File: src/rtl/rx_burst_reader.sv
module rx_burst_reader #(
  parameter int DEPTH   = 64,
  parameter int CLK_DIV = 4
) (
  input  logic       clk,
  input  logic       rst_n,
  input  logic       reg_wr,
  input  logic       reg_rd,
  input  logic [2:0] reg_addr,
  input  logic [7:0] reg_wdata,
  output logic [7:0] reg_rdata,
  output logic       irq,
  output logic       scl_drive_low,
  output logic       sda_drive_low,
  input  logic       sda_in
);
  localparam int AW = $clog2(DEPTH);
  localparam int CW = AW + 1;
  localparam int DW = (CLK_DIV > 1) ? $clog2(CLK_DIV) : 1;

  logic          busy, nak_en, done, ien;
  logic [6:0]    left;
  logic [1:0]    ph;
  logic [DW-1:0] tick;
  logic [3:0]    bit_idx;
  logic [6:0]    shreg;
  logic [7:0]    ctl_q;
  logic [7:0]    mem [DEPTH];
  logic [CW-1:0] wp, rp, level;

  wire       wr_ctl   = reg_wr && reg_addr == 3'd0;
  wire [6:0] cnt_req  = (reg_wdata[6:0] > 7'(DEPTH)) ? 7'(DEPTH) : reg_wdata[6:0];
  wire       start    = wr_ctl && !busy && cnt_req != 7'd0;
  wire       tick_end = tick == DW'(CLK_DIV - 1);
  wire       sample   = busy && ph == 2'd2 && tick_end;
  wire       bit_end  = busy && ph == 2'd3 && tick_end;
  wire       last     = left == 7'd1;
  wire       empty    = wp == rp;
  wire       full     = level == CW'(DEPTH);
  wire       push     = sample && bit_idx == 4'd7 && !full;
  wire       pop      = reg_rd && reg_addr == 3'd4 && !empty;

  assign level         = wp - rp;
  assign scl_drive_low = busy && !ph[1];
  assign sda_drive_low = busy && bit_idx == 4'd8 && ph != 2'd0 && !(last && nak_en);
  assign irq           = done && ien;

  always_ff @(posedge clk or negedge rst_n) begin
    if (!rst_n) begin
      busy    <= 1'b0;
      nak_en  <= 1'b0;
      done    <= 1'b0;
      ien     <= 1'b0;
      left    <= '0;
      ph      <= '0;
      tick    <= '0;
      bit_idx <= '0;
      shreg   <= '0;
      ctl_q   <= '0;
    end else begin
      if (reg_wr && reg_addr == 3'd2 && reg_wdata[4]) done <= 1'b0;
      if (reg_wr && reg_addr == 3'd1) ien <= reg_wdata[4];
      if (wr_ctl && !busy) ctl_q <= reg_wdata;
      if (start) begin
        busy    <= 1'b1;
        left    <= cnt_req;
        nak_en  <= reg_wdata[7];
        ph      <= '0;
        tick    <= '0;
        bit_idx <= '0;
      end else if (busy) begin
        tick <= tick_end ? '0 : tick + 1'b1;
        if (tick_end) ph <= ph + 2'd1;
        if (sample) shreg <= {shreg[5:0], sda_in};
        if (bit_end) begin
          if (bit_idx == 4'd8) begin
            bit_idx <= '0;
            left    <= left - 7'd1;
            if (last) begin
              busy <= 1'b0;
              done <= 1'b1;
            end
          end else begin
            bit_idx <= bit_idx + 4'd1;
          end
        end
      end
    end
  end

  always_ff @(posedge clk or negedge rst_n) begin
    if (!rst_n) begin
      wp <= '0;
      rp <= '0;
    end else begin
      if (push) wp <= wp + 1'b1;
      if (pop)  rp <= rp + 1'b1;
    end
  end

  always_ff @(posedge clk) begin
    if (push) mem[wp[AW-1:0]] <= {shreg, sda_in};
  end

  always_comb begin
    case (reg_addr)
      3'd0:    reg_rdata = ctl_q;
      3'd1:    reg_rdata = {3'b0, ien, 4'b0};
      3'd2:    reg_rdata = {3'b0, done, 4'b0};
      3'd3:    reg_rdata = {5'b0, empty, 2'b0};
      3'd4:    reg_rdata = empty ? 8'h00 : mem[rp[AW-1:0]];
      default: reg_rdata = 8'h00;
    endcase
  end
endmodule


File: config.mk
export PLATFORM = sky130hd
export DESIGN_NAME = rx_burst_reader
export DESIGN_NICKNAME = d
export VERILOG_FILES = /design/src/rtl/rx_burst_reader.sv
export SDC_FILE = /design/constraint.sdc
export NUM_CORES = 1
export LEC_CHECK = 0
export BUFFER_PORTS_ARGS = -buffer_cell sky130_fd_sc_hd__buf_2
export CAP_MARGIN = 5
export CORE_ASPECT_RATIO = 1.2
export CORE_MARGIN = 2
export CORE_UTILIZATION = 25
export DETAILED_ROUTE_END_ITERATION = 12
export HOLD_SLACK_MARGIN = 0.03
export SLEW_MARGIN = 20
export SYNTH_ARGS = -nofsm -noshare
export SYNTH_HDL_FRONTEND = slang
export SYNTH_SLANG_ARGS = --single-unit
File: constraint.sdc
create_clock -name clk -period 6.3 [get_ports clk]
set_input_delay 1.26 -clock clk [delete_from_list [all_inputs] [get_ports clk]]
set_output_delay 1.26 -clock clk [all_outputs]
set_load 0.01 [all_outputs]
== After elaboration in Yosys (flattened, before gate mapping) ==
Memories as Yosys holds them, arrays and structs flattened.
Index checks and enable logic that the tools add are counted.

* Eq/ne operators: 12
* Mux-type cells: 30
* Order comparisons: 1
* Add/subtract/negate cells: 7
* Bitwise logic cells: 1
* Reduce and logical (&&, ||, !) cells: 36

{| class="wikitable"
|+ Operator list
! cell !! count
|-
| $pmux 8 s5 || 1
|-
| $mux 7 || 5
|-
| $logic_and 1x1->1 || 20
|-
| $mux 4 || 4
|-
| $add 7x1->7 const B || 2
|-
| $mux 1 || 13
|-
| $mux 2 || 6
|-
| $reduce_bool 2->1 || 5
|-
| $mux 8 || 1
|-
| $eq 7x1->1 const B || 1
|-
| $eq 7x7->1 || 1
|-
| $eq 7x7->1 const B || 1
|-
| $gt 7x7->1 const B || 1
|-
| $reduce_bool 7->1 || 1
|-
| $sub 7x1->7 const B || 1
|-
| $sub 7x7->7 || 1
|-
| $eq 2x2->1 const B || 3
|-
| $eq 3x2->1 const B || 2
|-
| $reduce_and 3->1 || 2
|-
| $logic_not 1->1 || 5
|-
| $add 2x1->2 const B || 2
|-
| $add 4x1->4 const B || 1
|-
| $eq 4x3->1 const B || 1
|-
| $eq 4x4->1 const B || 1
|-
| other kinds (5) || 6
|}

* Logic and storage cells: 100
* Output and inout bits: 11
* Memory bits (writable): 512
* Input bits: 16
* Memories: 1
* Flip-flop bits (word level): 48

{| class="wikitable"
|+ Memory list
! memory !! words !! bits a word !! read ports !! clocked after Yosys merged registers in !! write ports !! RTL line !! text
|-
| mem || 64 || 8 || 1 || 0 || 1 || 28 || <nowiki>logic [7:0] mem [DEPTH];</nowiki>
|}

== Logic depth before layout (Yosys ltp) ==
* Depth after elaboration: 9
* Gate-level depth with buffers: 11
* Mapped depth without buffers: 8

== Least setup slack after synthesis ==
No wires, ideal clock.

* Kind: reg-to-output
* Start: register rp[3]
* End: output reg_rdata[2]
* Data required time: 5,040 ps
* Path slack: 2,269 ps
* Stages on the path, launching flop included: 10
* Data arrival time: 2,771 ps
* Cells stage by stage: dfrtp_1 > inv_1 > clkbuf_1 > buf_1 > ha_1 > nand4_1 > o311a_1 > nand2_1 > nor3_1 > or4_1

* Word-level cells in the longest chain between the ends: 3
* Elaborated cells between the ends (all ways): 4

{| class="wikitable"
|+ Ends and longest elaborated chain
! what !! RTL line !! text
|-
| start, declared || 29 || <nowiki>logic [CW-1:0] wp, rp, level;</nowiki>
|-
| start signal, assigned || 97 || <nowiki>if (pop) rp <= rp + 1'b1;</nowiki>
|-
| $mem_v2 64x8 / $eq 7x7->1 (equally long branches) || n/a ||
|-
| $mux 8 || 111 || <nowiki>3'd4: reg_rdata = empty ? 8'h00 : mem[rp[AW-1:0]];</nowiki>
|-
| $pmux 8 s5 (*) || 106 || <nowiki>case (reg_addr)</nowiki>
|-
| end, declared || 11 || <nowiki>output logic [7:0] reg_rdata,</nowiki>
|}

Every way passes the cells marked *; elsewhere a longest branch is shown, timed or not.

== Worst setup path in the final report ==
* Start: register rp[2]
* End: output reg_rdata[3]

* Word-level cells in the longest chain between the ends: 3
* Elaborated cells between the ends (all ways): 4

{| class="wikitable"
|+ Ends and longest elaborated chain
! what !! RTL line
|-
| $mem_v2 64x8 / $eq 7x7->1 (equally long branches) || n/a
|-
| $mux 8 (*) || 111
|-
| $pmux 8 s5 (*) || 106
|}

Marks and branches as above.

==> summary.md <==
| Metric | Value |
|---|---|
| Core area | `between 80000 and 90000 um^2` |
| Crit path time final | `between 5 and 6 ns` |
| Cell count after synthesis | `1207` |
| Post-route cell area | `25630 um^2` |
| P_int | `around 7.1 mW` |
| Final setup viols | `0` |
| Final wirelength | `between 50 and 60 mm` |
| Synth area leaders | `edfxtp_1 68%, mux4_2 11%, dfrtp_1 5.3%` |
| Antenna fix cells | `0` |
| Initial antenna violation count | `2` |
| Worst skew pair latency | `slightly below 0.6 ns` |
| Place WS | `between 1 and 1.5 ns` |
| Routability cong. | `between 0.8 and 0.9` |
| Die H | `between 300 and 400 um` |
| Post-synth EDFFs | `~500` |
| DRC | `0` |
| CP cell instances | `and2_0 -> nand2_1 -> o22ai_1 -> a2111oi_0 -> o31ai_1 -> buf_2` |
| Switching pwr | `3.045 mW` |
| Ys async rst share | `8.571%` |
| Post-CTS Setup Bufs | `0` |
| Unrepaired setup endpoints after global routing | `false` |
| Synthesis-to-finish area growth | `13.96%` |
| Yosys warnings | `0` |
| Hold Crit Class | `reg2reg` |
| Initial Util | `between 20% and 30%` |
| FF+latch count, synth | `560` |
| Status | `complete, no violations` |
| Total CTS buffers | `slightly above 50` |
| Switching Share | `between 20% and 30%` |
| Post-synth net total | `1239` |
| Layout Nets | `approximately 1300` |
| Cell Area, Synth | `roughly 22000 um^2` |
| WHS | `~0.48 ns` |
| Share of cells above drive strength 1 | `20.20%` |
| Clock root buffer | `clkbuf_16` |
| Most common cell after layout, fill and taps aside | `edfxtp_1` |
| Delay-heaviest family, CP | `simple AND/OR/NAND/NOR gates` |
| Via total after detailed routing | `between 10000 and 15000` |
| Drt via density | `about 4.7` |
| CTS tree | `built` |
| TritonRoute pass-1 iters | `5` |
| Hold Buf Count CTS | `0` |
| Part of the power in registers | `47.8%` |
| CTS Sinks | `560` |
| Proportion of power drawn by combinational gates | `between 20% and 30%` |
| CP Max Fanout | `15` |
| Yosys top cell by area | `edfxtp_1` |
| Ys flop type | `edfxtp_1` |
| Die Area | `around 90000 um^2` |
| CP max-delay cell | `and2_0` |
| Actual slew at the worst max-slew pin | `1.145 ns` |
| I/O Buffers | `26` |
| Yosys cell types | `61` |
| Post-detail-place hpwl | `between 30 and 40 mm` |
| TNS Setup | `0 ns` |
| Clk slew on worst S/H paths | `around 0.070 ns` |
| PD cells | `397.5 nW/um^2` |
| CP Capture Type | `output port` |
| Clock share of power | `30.1%` |
| Pleak | `7.933 nW` |
| Largest net degree at the start of global routing | `67` |
| Final hold vios | `0` |
| Sequential area share after synthesis | `around 74%` |
| Critical Path RT | `~5.0 ns` |
| Vias in the first global route | `roughly 12000` |
| Worst path buffer plus inverter count | `1` |
| Worst Skew | `0.03174 ns` |
| VDD IR-drop max | `0.2241 mV` |
| Kind of critical path | `reg2out` |
| WL/cell | `roughly 21 um` |
| Drt initial violations | `1195` |
| Remaining antenna violation count | `0` |
| Area fraction of the dominant cell type after synthesis | `68.37%` |
| I/O pin cnt | `27` |
| Area after DPL | `around 24000 um^2` |
| First-pass GRT wire length | `a little under 80 mm` |
| Post-CTS Resized | `0` |
| Clk buf depth | `3` |
| Mean Syn Cell Area | `between 15 and 20 um^2` |
| Fin crit share | `90.46%` |
| Crit-path max cell delay | `0.95 ns` |
| # H-tree levels | `2` |
| Most frequent cells in the layout | `512 x edfxtp_1, 105 x mux4_2, 94 x nor2_1` |
| Final Max Slew Viols | `0` |
| GRT Total Usage | `between 10 and 15%` |
| Fmax | `~180 MHz` |
| Max Cap Viol | `0` |
| Final worst setup slack | `approximately 0.60 ns` |
| GR Overflow Total | `0` |
| Slew HR | `between 20% and 30%` |
| FP Rows | `120` |
| Floorplan die width | `around 280 um` |
| Worst setup SP type | `register` |
| Critical Path AT | `4.44 ns` |
Yosys cell counts (3+ instances only):
| library cell | number |
|---|---|
| nor2b_1 | 5 |
| ha_1 | 16 |
| mux2_2 | 18 |
| edfxtp_1 | 512 |
| o22ai_1 | 15 |
| clkbuf_1 | 27 |
| nor2_1 | 94 |
| a21o_1 | 3 |
| mux4_2 | 105 |
| buf_6 | 7 |
| a22oi_1 | 22 |
| a2111oi_0 | 12 |
| a31oi_1 | 3 |
| nand4_1 | 10 |
| nand3b_1 | 5 |
| nor4_1 | 4 |
| buf_2 | 10 |
| inv_1 | 15 |
| nor3_1 | 11 |
| nand2_1 | 74 |
| nand2b_1 | 4 |
| o21ai_0 | 7 |
| buf_4 | 6 |
| and2_1 | 4 |
| o31ai_1 | 6 |
| or4_1 | 3 |
| xnor2_1 | 16 |
| mux4_1 | 11 |
| buf_1 | 6 |
| a21oi_1 | 38 |
| xor2_1 | 3 |
| nand3_1 | 14 |
| dfrtp_1 | 48 |
| a211oi_1 | 5 |
| mux2i_1 | 34 |
power groups by stage:
stage | sequential [mW] | clock (mW) | combinational, mW
after floorplan | 4.78 | 0 | 1.59
after global placement | 4.93 | 0 | 2.25
after detailed placement | 4.95 | 0 | 2.29
after CTS | 4.87 | 3.12 | 2.29
after global routing | 4.90 | 3.26 | 2.42
final | 4.86 | 3.06 | 2.26
layer usage:
metal | share of wire (%) | global-route usage (%) | up-vias
li1 | - | - | 4962
met1 | 42 | 14.46 | 5999
met2 | 48 | 18.30 | 361
met4 | 3.9 | 4.658 | 2
met3 | 5.4 | 1.791 | 103
met5 | 0.025 | 0 | -
cells by family (layout without fill, tap and decap cells):
group,after synthesis,in the layout,share of synthesized area (%)
flip-flops,560,560,73.71
multiplexers,168,168,14.21
adder cells (fa/ha/maj),16,16,0.8902
buffers and inverters,75,160,1.780
AND/OR/NAND/NOR,238,238,4.707
XOR/XNOR,19,19,0.7400
AO/OA/AOI/OAI,131,131,3.961
area by class of cell:
| cell class | instances | area, um^2 |
|---|---|---|
| Multi-Input combinational cell | 572 | 5513 |
| Fill cell | 8810 | 63560 |
| Timing Repair Buffer | 48 | 357.8 |
| Tap cell | 1159 | 1450 |
| Inverter | 16 | 60.06 |
| Sequential cell | 560 | 16600 |
| Clock buffer | 59 | 1328 |
| Clock inverter | 37 | 320.3 |
sequential cells by signal, indices dropped and copies added, names as in the netlist:
register / flops
mem: 512
ctl_q: 8
left: 7
rp: 7
shreg: 7
wp: 7
bit_idx: 4
ph: 2
tick: 2
busy: 1
done: 1
ien: 1
nak_en: 1
worst min-delay path: stages (launching register included):
cell and delay, ns:
dfrtp_1 0.34, nand2_1 0.05, nand2_1 0.06
per-stage QoR:
step,std cells,util [%],total power [mW]
final,2451,28.74,10.19
after detailed placement,2355,26.88,7.241
after global placement,2355,26.88,7.176
after CTS,2451,28.73,10.28
after global routing,2451,28.74,10.58
after floorplan,1207,-,6.373
final timing paths:
path	start	endpoint	slack, ns	cells after the start
worst max-delay path	rp[2]	reg_rdata[3]	0.60	6
worst min-delay path	nak_en	nak_en	0.48	2
worst max register to register	rp[2]	mem[49][7]	1.69	8
worst min register to register	nak_en	nak_en	0.48	2
max in group asynchronous	rst_n	shreg[0]	5.02	2
min in group asynchronous	rst_n	left[2]	0.78	2
Note: power is estimated with default switching activity, not from simulation.
